===== config.mk =====
export PLATFORM = sky130hd
export DESIGN_NAME = sdram_bank_tracker
export DESIGN_NICKNAME = d
export VERILOG_FILES = /design/src/rtl/sdram_trk_pkg.sv /design/src/rtl/sdram_cmd_check.sv /design/src/rtl/sdram_bank_slot.sv /design/src/rtl/sdram_bank_tracker.sv
export SDC_FILE = /design/constraint.sdc
export NUM_CORES = 1
export LEC_CHECK = 0
export BUFFER_PORTS_ARGS = -buffer_cell sky130_fd_sc_hd__buf_4
export CAP_MARGIN = 20
export CORE_MARGIN = 4
export CORE_UTILIZATION = 54
export CTS_BUF_LIST = sky130_fd_sc_hd__clkbuf_4 sky130_fd_sc_hd__clkbuf_8 sky130_fd_sc_hd__clkbuf_16
export DETAILED_ROUTE_END_ITERATION = 10
export PLACE_DENSITY_LB_ADDON = 0.08
export SLEW_MARGIN = 10
export SYNTH_ARGS = -nofsm -noshare
export SYNTH_HDL_FRONTEND = slang
export SYNTH_SLANG_ARGS = --single-unit

===== constraint.sdc =====
create_clock -name clk -period 2.4 [get_ports clk]
set_input_delay 0 -clock clk [delete_from_list [all_inputs] [get_ports clk]]
set_output_delay 0 -clock clk [all_outputs]
set_load 0.01 [all_outputs]

===== src/rtl/sdram_trk_pkg.sv =====
package sdram_trk_pkg;
  typedef enum logic [2:0] {
    CMD_NOP = 3'd0,
    CMD_ACT = 3'd1,
    CMD_RD  = 3'd2,
    CMD_WR  = 3'd3,
    CMD_PRE = 3'd4,
    CMD_REF = 3'd5
  } trk_cmd_e;
endpackage


===== src/rtl/sdram_cmd_check.sv =====
module sdram_cmd_check
  import sdram_trk_pkg::*;
#(
  parameter int NUM_BANKS = 4,
  localparam int BA_W = $clog2(NUM_BANKS)
) (
  input  logic                 cs_n,
  input  logic [2:0]           cmd,
  input  logic [BA_W-1:0]      ba,
  input  logic                 opt_bit,
  input  logic [NUM_BANKS-1:0] open_vec,
  input  logic [NUM_BANKS-1:0] busy_vec,
  output logic [NUM_BANKS-1:0] act_mask,
  output logic [NUM_BANKS-1:0] close_mask,
  output logic [NUM_BANKS-1:0] ap_mask,
  output logic                 rw_ok,
  output logic                 err
);
  logic [NUM_BANKS-1:0] sel;
  logic is_act, is_rw, is_pre, is_ref, tgt_open, tgt_busy;

  always_comb begin
    sel      = '0;
    sel[ba]  = 1'b1;
    is_act   = !cs_n && (cmd == CMD_ACT);
    is_rw    = !cs_n && (cmd == CMD_RD || cmd == CMD_WR);
    is_pre   = !cs_n && (cmd == CMD_PRE);
    is_ref   = !cs_n && (cmd == CMD_REF);
    tgt_open = open_vec[ba];
    tgt_busy = busy_vec[ba];

    act_mask   = (is_act && !tgt_open) ? sel : '0;
    rw_ok      = is_rw && tgt_open && !tgt_busy;
    ap_mask    = (rw_ok && opt_bit) ? sel : '0;
    close_mask = is_pre ? (opt_bit ? '1 : sel) : '0;
    err        = (is_act && tgt_open) ||
                 (is_rw && !(tgt_open && !tgt_busy)) ||
                 (is_ref && (open_vec != '0));
  end
endmodule


===== src/rtl/sdram_bank_slot.sv =====
module sdram_bank_slot #(
  parameter int ROW_W = 12,
  parameter int CNT_W = 3
) (
  input  logic             clk,
  input  logic             rst,
  input  logic             act_i,
  input  logic             close_i,
  input  logic             ap_load_i,
  input  logic [CNT_W-1:0] ap_len_i,
  input  logic [ROW_W-1:0] row_i,
  output logic             open_o,
  output logic             busy_o,
  output logic [ROW_W-1:0] row_o
);
  logic [CNT_W-1:0] left_q;

  always_ff @(posedge clk) begin
    if (rst) begin
      open_o <= 1'b0;
      left_q <= '0;
      row_o  <= '0;
    end else if (close_i) begin
      open_o <= 1'b0;
      left_q <= '0;
    end else if (act_i) begin
      open_o <= 1'b1;
      row_o  <= row_i;
    end else if (ap_load_i) begin
      left_q <= ap_len_i;
    end else if (left_q != '0) begin
      left_q <= left_q - 1'b1;
      if (left_q == CNT_W'(1)) open_o <= 1'b0;
    end
  end

  assign busy_o = (left_q != '0);
endmodule


===== src/rtl/sdram_bank_tracker.sv =====
module sdram_bank_tracker
  import sdram_trk_pkg::*;
#(
  parameter int NUM_BANKS = 4,
  parameter int ROW_W     = 12,
  parameter int COL_W     = 9,
  parameter int OPT_BIT   = 10,
  parameter int MAX_BL    = 8,
  localparam int BA_W  = $clog2(NUM_BANKS),
  localparam int CNT_W = $clog2(MAX_BL / 2 + 1)
) (
  input  logic                       clk,
  input  logic                       rst,
  input  logic                       cs_n,
  input  logic [2:0]                 cmd,
  input  logic [BA_W-1:0]            ba,
  input  logic [ROW_W-1:0]           addr,
  input  logic [1:0]                 bl_sel,
  output logic [NUM_BANKS-1:0]       bank_open,
  output logic [NUM_BANKS*ROW_W-1:0] bank_row,
  output logic                       burst_start,
  output logic [BA_W-1:0]            burst_bank,
  output logic [ROW_W-1:0]           burst_row,
  output logic [COL_W-1:0]           burst_col,
  output logic                       burst_write,
  output logic                       burst_autopre,
  output logic                       proto_err
);
  logic [NUM_BANKS-1:0] act_mask, close_mask, ap_mask, busy_vec;
  logic                 rw_ok, err;
  logic [CNT_W-1:0]     ap_len;
  logic [ROW_W-1:0]     row_arr [NUM_BANKS];

  always_comb begin
    case (bl_sel)
      2'd0:    ap_len = CNT_W'(1);
      2'd1:    ap_len = CNT_W'(2);
      default: ap_len = CNT_W'(MAX_BL / 2);
    endcase
  end

  sdram_cmd_check #(.NUM_BANKS(NUM_BANKS)) u_check (
    .cs_n       (cs_n),
    .cmd        (cmd),
    .ba         (ba),
    .opt_bit    (addr[OPT_BIT]),
    .open_vec   (bank_open),
    .busy_vec   (busy_vec),
    .act_mask   (act_mask),
    .close_mask (close_mask),
    .ap_mask    (ap_mask),
    .rw_ok      (rw_ok),
    .err        (err)
  );

  for (genvar b = 0; b < NUM_BANKS; b++) begin : g_bank
    sdram_bank_slot #(.ROW_W(ROW_W), .CNT_W(CNT_W)) u_slot (
      .clk       (clk),
      .rst       (rst),
      .act_i     (act_mask[b]),
      .close_i   (close_mask[b]),
      .ap_load_i (ap_mask[b]),
      .ap_len_i  (ap_len),
      .row_i     (addr),
      .open_o    (bank_open[b]),
      .busy_o    (busy_vec[b]),
      .row_o     (row_arr[b])
    );
    assign bank_row[b*ROW_W +: ROW_W] = row_arr[b];
  end

  always_ff @(posedge clk) begin
    if (rst) begin
      burst_start   <= 1'b0;
      burst_bank    <= '0;
      burst_row     <= '0;
      burst_col     <= '0;
      burst_write   <= 1'b0;
      burst_autopre <= 1'b0;
      proto_err     <= 1'b0;
    end else begin
      burst_start <= rw_ok;
      proto_err   <= err;
      if (rw_ok) begin
        burst_bank    <= ba;
        burst_row     <= row_arr[ba];
        burst_col     <= addr[COL_W-1:0];
        burst_write   <= (cmd == CMD_WR);
        burst_autopre <= addr[OPT_BIT];
      end
    end
  end
endmodule


== After elaboration in Yosys (flattened, before gate mapping) ==
Index checks and enable logic that the tools add are counted.
Word-level totals
  bits in registers: 91
  bits in latches: 0
  memory bits (writable): 0
  ROM bits: 0
  bits of input ports: 22
  output and inout port bits: 79
  logic and storage cells: 141
  memories: 0
Operators by class
  add/subtract/negate cells: 4
  $mul: 0
  div/mod/pow operators: 0
  order comparisons: 3
  equal/unequal tests: 14
  shift-type cells: 0
  mux-type cells: 38
  bitwise operators: 9
  reduce and logical (&&, ||, !) cells: 54
Operators with widths (number)
  binary-select mux 12 bit (select 2 bit): 1
  two-way mux 12 bit: 2
  two-way mux 3 bit: 8
  nonzero test 2 bit: 12
  two-way mux 1 bit: 19
  two-way mux 4 bit: 4
  AND reduction 2 bit: 8
  equality test 3 x 1 -> 1 bit, second input constant: 5
  logical AND 1 bit: 13
  AND reduction 3 bit: 4
  nonzero test 3 bit: 4
  subtractor 3 x 1 -> 3 bit, second input constant: 4
  inequality test 2 bit, second input constant: 4
  NOT 1 bit: 8
  OR reduction 2 bit: 4
  equality test 3 x 2 -> 1 bit, second input constant: 2
  equality test 3 bit, second input constant: 2
  case mux 3 bit (2 select lines): 1
  binary-select mux 1 bit (select 2 bit): 2
  logical NOT 1 bit: 4
  nonzero test 4 bit: 1
  greater-or-equal comparator 3 bit, second input constant: 1
  logical OR 1 bit: 3
  < comparator 2 x 3 -> 1 bit, second input constant: 1
  other kinds (5): 5

== Logic depth before layout (Yosys ltp) ==
Gate-level depths: netlist of the first run.
  depth after elaboration: 9
  gate-level depth with buffers: 8
  mapped depth without buffers: 6

== By module ==
A second synthesis of the first run with hierarchy kept.
Second synthesis, totals
  cell total of the unflattened synthesis: 491
  area total of the unflattened synthesis: 4434.3 um2
By module, submodules not included
  sdram_bank_slot: instances 4, cells each 85, area an instance 695.7 um2
  sdram_bank_tracker: instances 1, cells each 120, area an instance 1387.6 um2
  sdram_cmd_check: instances 1, cells each 31, area an instance 264.0 um2

== Worst setup path before layout of the first run ==
No wires, ideal clock.
  path type: register to register
  from: register g_bank[3].u_slot.left_q[0]
  to: register burst_row[5]
  library setup time: 0.070 ns
  arrival: 1.976 ns
  data required time: 2.330 ns
  path slack: 0.354 ns
  cell stages (with the launch flop): 9
  path buffers: 2
  cell sequence: dfxtp_1 > inv_1 > ha_1 > and4b_1 > clkbuf_1 > o41ai_2 > clkbuf_1 > o21ai_0 > a21oi_1
Between the ends
  word-level cells in the longest chain between the ends: 5
RTL lines
  start: declaration: line sdram_bank_slot.sv:16  | logic [CNT_W-1:0] left_q;
  start signal: assignment: line sdram_bank_slot.sv:30  | left_q <= ap_len_i;
  start signal: assignment: line sdram_bank_slot.sv:32  | left_q <= left_q - 1'b1;
  nonzero test 3 bit: line sdram_bank_slot.sv:37  | assign busy_o = (left_q != '0);
  binary-select mux 1 bit (select 2 bit): line sdram_cmd_check.sv:30  | tgt_busy = busy_vec[ba];
  two-way mux 1 bit (implied by the code): line sdram_cmd_check.sv:30
  logical NOT 1 bit: line sdram_cmd_check.sv:33  | rw_ok = is_rw && tgt_open && !tgt_busy;
  logical AND 1 bit: line sdram_cmd_check.sv:33
  end signal: assignment: line sdram_bank_tracker.sv:86  | burst_row <= row_arr[ba];
  end: declaration: line sdram_bank_tracker.sv:23  | output logic [ROW_W-1:0] burst_row,
No other way between the ends. The select of a mux whose other input is x is not followed.
A chain may end at the register's enable or synchronous reset.

== Final worst setup path of the first run ==
  from: register g_bank[3].u_slot.left_q[0]
  to: register burst_col[5]
Between the ends
  word-level cells in the longest chain between the ends: 5
RTL lines
  nonzero test 3 bit: line sdram_bank_slot.sv:37
  binary-select mux 1 bit (select 2 bit): line sdram_cmd_check.sv:30
  two-way mux 1 bit (implied by the code): line sdram_cmd_check.sv:30
  logical NOT 1 bit: line sdram_cmd_check.sv:33
  logical AND 1 bit: line sdram_cmd_check.sv:33
  end signal: assignment: line sdram_bank_tracker.sv:87  | burst_col <= addr[COL_W-1:0];
  end: declaration: line sdram_bank_tracker.sv:24  | output logic [COL_W-1:0] burst_col,
No other way between the ends. The select of a mux whose other input is x is not followed.

==> summary.txt, run 1 <==
Run status
  • Outcome: complete, no violations

Power and ir drop
  • Power Density: 673.1 nW/um^2
  • Pleak: about 0.0022 uW
  • VDD IR max: 0.0004561 V

Logic synthesis
  • Number of synthesized flops with an enable pin: 0
  • Syn_area_per_cell: roughly 8.5 um^2
  • FFs w/ async S/R, synth: 0%
  • Synthesized area: 4295 um^2
  • Synth warnings: 0
  • Syn_nets: 541
  • Synth Register Bits: 91
  • Post-synthesis sequential area ratio: 42.41%
  • Cells after Synth: 507
  • Unique masters post-synth: 53
  • Ys flop type: dfxtp_1

Timing
  • Min Tclk post-route: around 2000 ps
  • Max frequency: between 500 and 600 MHz
  • Max-slew violation count: 0
  • Final setup fails: 0
  • Slew HR: slightly below 40%
  • Final Hold Fails: 0
  • Tcrit/Tclk final: roughly four fifths
  • Worst Hold Margin: approximately 46 ps
  • Max Clock Skew: a little over 8 ps
  • Post-route setup TNS: 0 ps
  • Final Worst Setup Slack: roughly 440 ps
  • RSZ-0062 raised after global routing: false
  • Worst slew pin tran: about 910 ps

Placed design
  • Placer Congestion: 0.9226
  • Placed inst area: a little over 5000 um^2
  • HPWL after detailed placement: about 8600 um
  • Pre-CTS setup slack: 474.0 ps
  • IO Port Bufs: 100

Floorplanning
  • Height of the die: 97.19 um
  • Die area: roughly 9400 um^2
  • Row count: 32
  • I/O Pins: just over 100
  • Initial Util: between 50 and 60%
  • Core Area: about 7700 um^2
  • Die width: about 97 um

Clock network
  • Number of gates resized after cts: 0
  • Clk slew on worst S/H paths: ~100 ps
  • Root Buffer: clkbuf_8
  • # hold bufs at CTS: 14
  • Htree depth: 3
  • Clock buffer depth: 2
  • Setup Fix Bufs, Post-CTS: 0
  • CTS buffer count: 9
  • Sink Count: 91
  • Skew-Pair Late Insertion Delay: between 300 and 400 ps
  • CTS tree: yes

Drt
  • Vias: 4256
  • Starting DRC count in detailed routing: between 200 and 300
  • Routed Antenna Nets: 0
  • WL per Instance: 17.72 um
  • Vias per inst: ~6
  • Final wirelength: around 13000 um
  • Initial DRT Pass Iterations: 4
  • Post-route DRC violation count: 0

Cells and area
  • Post-route design area: 5479 um^2
  • Antenna cells: 0
  • Final net count: around 640
  • Area Growth Syn to Fin: 27.56%
  • Layout cells sized above 1: around a quarter
  • # fillers: a little over 600

Worst setup path
  • Worst EP required: 2700 ps
  • CP Capture Point: burst_col[5]
  • Worst Setup Path Type: flop to flop
  • Critical R2R Capture: burst_col[5]
  • CP Capture Type: flop
  • Worst reg-to-reg path cell count: 7
  • Crit path from: g_bank[3].u_slot.left_q[0]
  • Launch instance of the worst register-to-register path: g_bank[3].u_slot.left_q[0]
  • Worst reg2reg setup slack: between 400 and 500 ps
  • CP Data Arrival Time: about 2300 ps
  • Critical path launch point type: flop
  • Max FO, Critical Path: 27

Global route
  • Initial antenna violation count: 0
  • Vias in the first global route: around 4000
  • GR Overflow Total: 0
  • Total GRT Usage: between 20% and 30%
  • First-pass GRT wire length: around 20000 um
  • Largest net degree at the start of global routing: 44

Flow run
  • Max-cap violations: 0

Hold path
  • Hold Crit Class: primary input to flop
==> cells in the final DEF (no fill, tap or decap), drive strengths merged, types with 2 or more instances in the layout <==
| cell | Yosys | routed |
|---|---|---|
| a21o | 5 | 5 |
| a21oi | 73 | 73 |
| a221oi | 2 | 2 |
| a31oi | 8 | 8 |
| and2 | 3 | 3 |
| and3 | 4 | 4 |
| and4 | 2 | 2 |
| buf | 13 | 118 |
| clkbuf | 32 | 9 |
| clkinv | 0 | 2 |
| clkinvlp | 0 | 2 |
| dfxtp | 91 | 91 |
| dlygate4sd3 | 0 | 14 |
| ha | 12 | 12 |
| inv | 16 | 18 |
| mux2i | 12 | 12 |
| mux4 | 13 | 13 |
| nand2 | 83 | 83 |
| nand2b | 7 | 7 |
| nand3 | 31 | 31 |
| nand4 | 6 | 6 |
| nor2 | 25 | 25 |
| nor3 | 4 | 4 |
| nor4 | 3 | 3 |
| nor4b | 2 | 2 |
| nor4bb | 2 | 2 |
| o21ai | 33 | 33 |
| o21bai | 2 | 2 |
| o41ai | 2 | 2 |
| or3 | 2 | 2 |
==> layout make-up <==
class	instances	area, um^2	area share (%)
flip-flops and latches	91	1822	33.25
clock inverters	6	50.05	0.9135
clock buffers	9	123.9	2.261
repair buffers	132	1051	19.18
multi-input cells	355	2245	40.97
inverters	16	60.06	1.096
well taps	102	127.6	2.329
==> worst min path at each step <==
stage	start	to	slack, ps	cells past startpoint
after detailed placement	addr[1]	g_bank[3].u_slot.row_o[1]	280	3
after global routing	cmd[1]	proto_err	50	4
after floorplan	addr[3]	g_bank[1].u_slot.row_o[3]	140	2
after CTS	bl_sel[0]	g_bank[1].u_slot.left_q[0]	30	4
after global placement	addr[11]	g_bank[3].u_slot.row_o[11]	270	3
final	cmd[1]	proto_err	50	4
==> synth_stat cells, drive strengths merged (5+ instances only) <==
library cell / number / area, um^2
a21oi: 73 / 365.4
nand2: 83 / 311.6
nand2b: 7 / 43.79
nor2: 25 / 93.84
a21o: 5 / 37.54
mux2i: 12 / 120.1
nand3: 31 / 155.2
o21ai: 33 / 165.2
inv: 16 / 60.06
clkbuf: 32 / 121.4
nand4: 6 / 37.54
ha: 12 / 150.1
mux4: 13 / 292.8
buf: 13 / 75.08
dfxtp: 91 / 1822
a31oi: 8 / 50.05
==> report_power, final <==
part           leakage (uW)  internal [uW]  switching [uW]
combinational       0.00135            455             589
sequential         0.000736           1610            73.6
clock             0.0000823            382             576
total               0.00216           2450            1240
==> critical path, cell delays in order (launching register included) <==
cell,delay (ps)
dfxtp_1,360
inv_1,90
ha_1,240
and4b_1,310
o41ai_4,430
buf_12,210
o21ai_0,90
a21oi_1,170
==> cell families after synthesis <==
| kind of cell | after synthesis | share of synthesized area, % |
|---|---|---|
| flops | 91 | 42.41 |
| mux | 25 | 9.613 |
| buf+inv | 61 | 5.972 |
| simple gates | 181 | 20.33 |
| compound gates | 137 | 18.18 |
| fa+ha+maj | 12 | 3.495 |
==> stage by stage <==
step / utilization (%) / std cells / power, uW
6_report: 70.90 / 711 / 3688
5_1_grt: 70.90 / 711 / 3874
4_1_cts: 70.90 / 711 / 3667
3_5_place_dp: 66.84 / 682 / 2712
3_3_place_gp: 66.84 / 682 / 2668
2_1_floorplan: - / 507 / 2458
==> routing by layer <==
layer	part of all wire [%]	up-vias	wire length (um)	track usage [%]
met5	0	-	0	0
met4	1.7	0	212	7.451
met3	8.6	19	1085	5.240
met2	47	203	5936	41.08
met1	43	2049	5369	35.78
li1	-	1985	-	-
==> registers in the layout (all words and copies together), names as in the netlist <==
| register | cells |
|---|---|
| proto_err | 1 |
| g_bank.u_slot.row_o | 48 |
| burst_col | 9 |
| burst_row | 12 |
| g_bank.u_slot.open_o | 4 |
| burst_start | 1 |
| burst_bank | 2 |
| burst_write | 1 |
| burst_autopre | 1 |
| g_bank.u_slot.left_q | 12 |
Note: power is estimated with default switching activity, not from simulation.
==> run 2, diff against run 1 <==
Settings changed: ABC_AREA from default to 1, CORE_UTILIZATION 54 to 49.
Clock period 2.4 ns to 1.6 ns, I/O delays scaled along.
==> run 2 against run 1 <==
Compared with the run above: the flow now finishes with violations (negative setup slack); first-iteration DRC count up 32%; critical path depth rose by 4; critical endpoint is now burst_write; register-to-register slack got worse by 550 ps; sequential power rose by 49%; power is 85% higher; via count increased by 7.6%; clock-buffer cell count increased by 1; setup slack worse by 550 ps; highest routed layer unchanged; sequential share of layout area decreased by 3.7 points; critical path type unchanged.
==> summary.txt, run 2 <==
Run status
  • Outcome: finished, violations left
  • Failing checks: negative setup slack

Timing
  • Max-slew violation count: 0
  • Max frequency: 585.9 MHz
  • Final setup fails: 29
  • Worst slew pin tran: roughly 460 ps
  • Slew HR: 69.18%
  • Post-route setup TNS: -1639 ps
  • Tcrit/Tclk final: 106.7%
  • Min Tclk post-route: 1707 ps
  • Max Clock Skew: ~8.8 ps
  • RSZ-0062 raised after global routing: true
  • Final Hold Fails: 0
  • Final Worst Setup Slack: -106.9 ps

Worst setup path
  • Max FO, Critical Path: 8
  • CP max-delay cell: dfxtp_2
  • Critical path launch point type: flop
  • Cell Chain, Critical Path: inv_2 > ha_4 > nand2_4 > nand2_4 > nand4_4 > nor2_8 > buf_12 > clkinvlp_4 > buf_12 > nor2_4 > nor2_1
  • Worst Setup Path Type: flop to flop
  • Crit path buf inv count: 4
  • Worst reg2reg setup slack: -110 ps
  • CP Data Arrival Time: roughly 2000 ps
  • CP peak stage delay: about 340 ps
  • Launch instance of the worst register-to-register path: g_bank[0].u_slot.left_q[0]
  • Worst EP required: 1870 ps
  • CP delay by family, top: buffers and inverters
  • CP Capture Type: flop
  • Crit path from: g_bank[0].u_slot.left_q[0]

Floorplanning
  • Die area: about 10000 um^2
  • Height of the die: 102.2 um
  • Initial Util: 50.10%
  • I/O Pins: 101
  • Die width: approximately 100 um
  • Core Area: 8678 um^2
  • Row count: 34

Drt
  • WL per Instance: ~17 um
  • Starting DRC count in detailed routing: around 330
  • Vias: between 4000 and 5000
  • Routed Antenna Nets: 0
  • Vias per inst: ~5.6
  • Post-route DRC violation count: 0
  • Final wirelength: ~14000 um
  • Initial DRT Pass Iterations: 5

Hold path
  • Hold Crit Class: primary input to flop
  • Hold wc startpoint: cmd[2]

Global route
  • Vias in the first global route: 4372
  • GR Overflow Total: 0
  • Initial antenna violation count: 0
  • First-pass GRT wire length: about 22000 um
  • Total GRT Usage: 26.51%
  • Largest net degree at the start of global routing: 36

Power and ir drop
  • Overall power: around 7000 uW
  • Power Density: between 1000 and 1500 nW/um^2
  • VDD IR max: between 0.0006 and 0.0007 V
  • Pleak: between 0.002 and 0.003 uW

Logic synthesis
  • Syn_nets: 603
  • Number of synthesized flops with an enable pin: 0
  • Post-synthesis sequential area ratio: 41.90%
  • Synth top area cells: dfxtp_1 (42%), nand2_1 (8.6%), a21oi_1 (8.3%)
  • Syn_area_per_cell: 7.641 um^2
  • Synth warnings: 0
  • Most frequent cell after synthesis: nand2_1
  • Top cell type's share of synthesized area: a little over two fifths
  • Synthesized area: around 4300 um^2
  • Post-synth top area cell: dfxtp_1
  • Cells after Synth: 569
  • FFs w/ async S/R, synth: 0%
  • Synth Register Bits: 91
  • Ys flop type: dfxtp_1
  • Synth top cells by count: nand2_1 (100), dfxtp_1 (91), a21oi_1 (72), inv_1 (58), o21ai_0 (51)
  • Unique masters post-synth: 33

Cells and area
  • Layout cells sized above 1: 36.12%
  • Most frequent cells in the layout: buf_4 (135), nand2_1 (90), dfxtp_1 (83), a21oi_1 (69), inv_1 (48)
  • Post-route design area: 6207 um^2
  • Commonest non-fill, non-tap cell in the layout: buf_4
  • Antenna cells: 0
  • Final net count: ~750
  • # fillers: just under 700
  • Largest registers: g_bank.u_slot.row_o x48, burst_row x12, g_bank.u_slot.left_q x12
  • Number of flip-flops in the largest register: between 40 and 50
  • Reg with most FFs: g_bank.u_slot.row_o
  • Area Growth Syn to Fin: 42.76%

Placed design
  • HPWL after detailed placement: between 9000 and 10000 um
  • Placed inst area: ~5300 um^2
  • Placer Congestion: between 0.8 and 0.9
  • IO Port Bufs: 100

Clock network
  • Clk slew on worst S/H paths: about 100 ps
  • Root Buffer: clkbuf_8
  • Clock buffer depth: 2
  • CTS tree: yes
  • Htree depth: 3
  • Skew-Pair Late Insertion Delay: between 300 and 400 ps
  • CTS buffer count: 9
  • Sink Count: 91

Flow run
  • Max-cap violations: 0
[run 2: cell count changes after synthesis, moves of 7 or more]
cell / change
mux4_2: -13
a221oi_1: +10
o21ai_1: +9
nand2b_1: -7
o21ai_0: +18
nor2_1: +21
clkbuf_1: -18
inv_1: +42
o22ai_1: +11
mux2i_1: -12
nand2_1: +17
nand2_2: +16
nand3_1: -11
[run 2: final cells by class]
type	count	area [um^2]	share of cell area [%]
clock inverter	6	96.34	1.552
inverter	64	270.3	4.354
tap	108	135.1	2.177
sequential	91	1832	29.51
clock buffer	10	137.6	2.217
timing repair buffer	164	1408	22.68
multi-input combinational	382	2328	37.51
[run 2: cell families (layout without fill, tap and decap cells)]
kind of cell	after synthesis	in the layout	synth area share [%]
AND/OR/NAND/NOR	205	205	23.45
buffers and inverters	96	244	10.16
AO/OA/AOI/OAI	161	161	20.23
flip-flops	91	91	41.90
XOR/XNOR	4	4	0.8057
adder cells (fa/ha/maj)	12	12	3.453
[run 2: through the flow]
stage | instances | worst slack [ps] | hold WS, ps | util [%]
finish | 825 | -106.9 | 3.316 | 71.53
global route | 825 | -177.5 | 5.086 | 71.53
CTS | 810 | -72.59 | -83.34 | 67.34
detailed placement | 777 | -107.5 | 282.1 | 61.30
global placement | 777 | -82.42 | 274.1 | 61.30
floorplan | 569 | 39.00 | 134.9 | -
[run 2: final timing paths]
path                                end  depth (start not counted)
max                         burst_write                         11
max reg2reg                 burst_write                         11
min                           proto_err                          4
min reg2reg  g_bank[3].u_slot.row_o[11]                          2
[run 2: what timing repair did]
item	4_1_cts	5_1_grt
setup endpoints to repair	35	72
endpoints found under the hold margin	53	4
hold buffers	13	1
gates cloned	0	3
buffers inserted	4	11
resized for setup	43	63
pin swaps	24	18
[run 2: worst register-to-register path, delay by kind of cell (launching register included)]
kind | cells | cell delay [ps]
adders and majority gates | 1 | 150
buffers and inverters | 4 | 580
DFF | 1 | 340
and+or+nand+nor | 6 | 540
[run 2: report_power, final]
group	switching [uW]	internal, uW	total (uW)
clock network	893	942	1840
registers	95.2	2420	2520
logic	1380	1100	2480
[run 2: metal layers]
layer | track usage, % | vias up | part of all wire [%]
met4 | 11.20 | 0 | 3.0
met1 | 33.25 | 2177 | 40
met5 | 0 | - | 0
met3 | 5.119 | 33 | 7.4
met2 | 44.53 | 198 | 50
li1 | - | 2173 | -
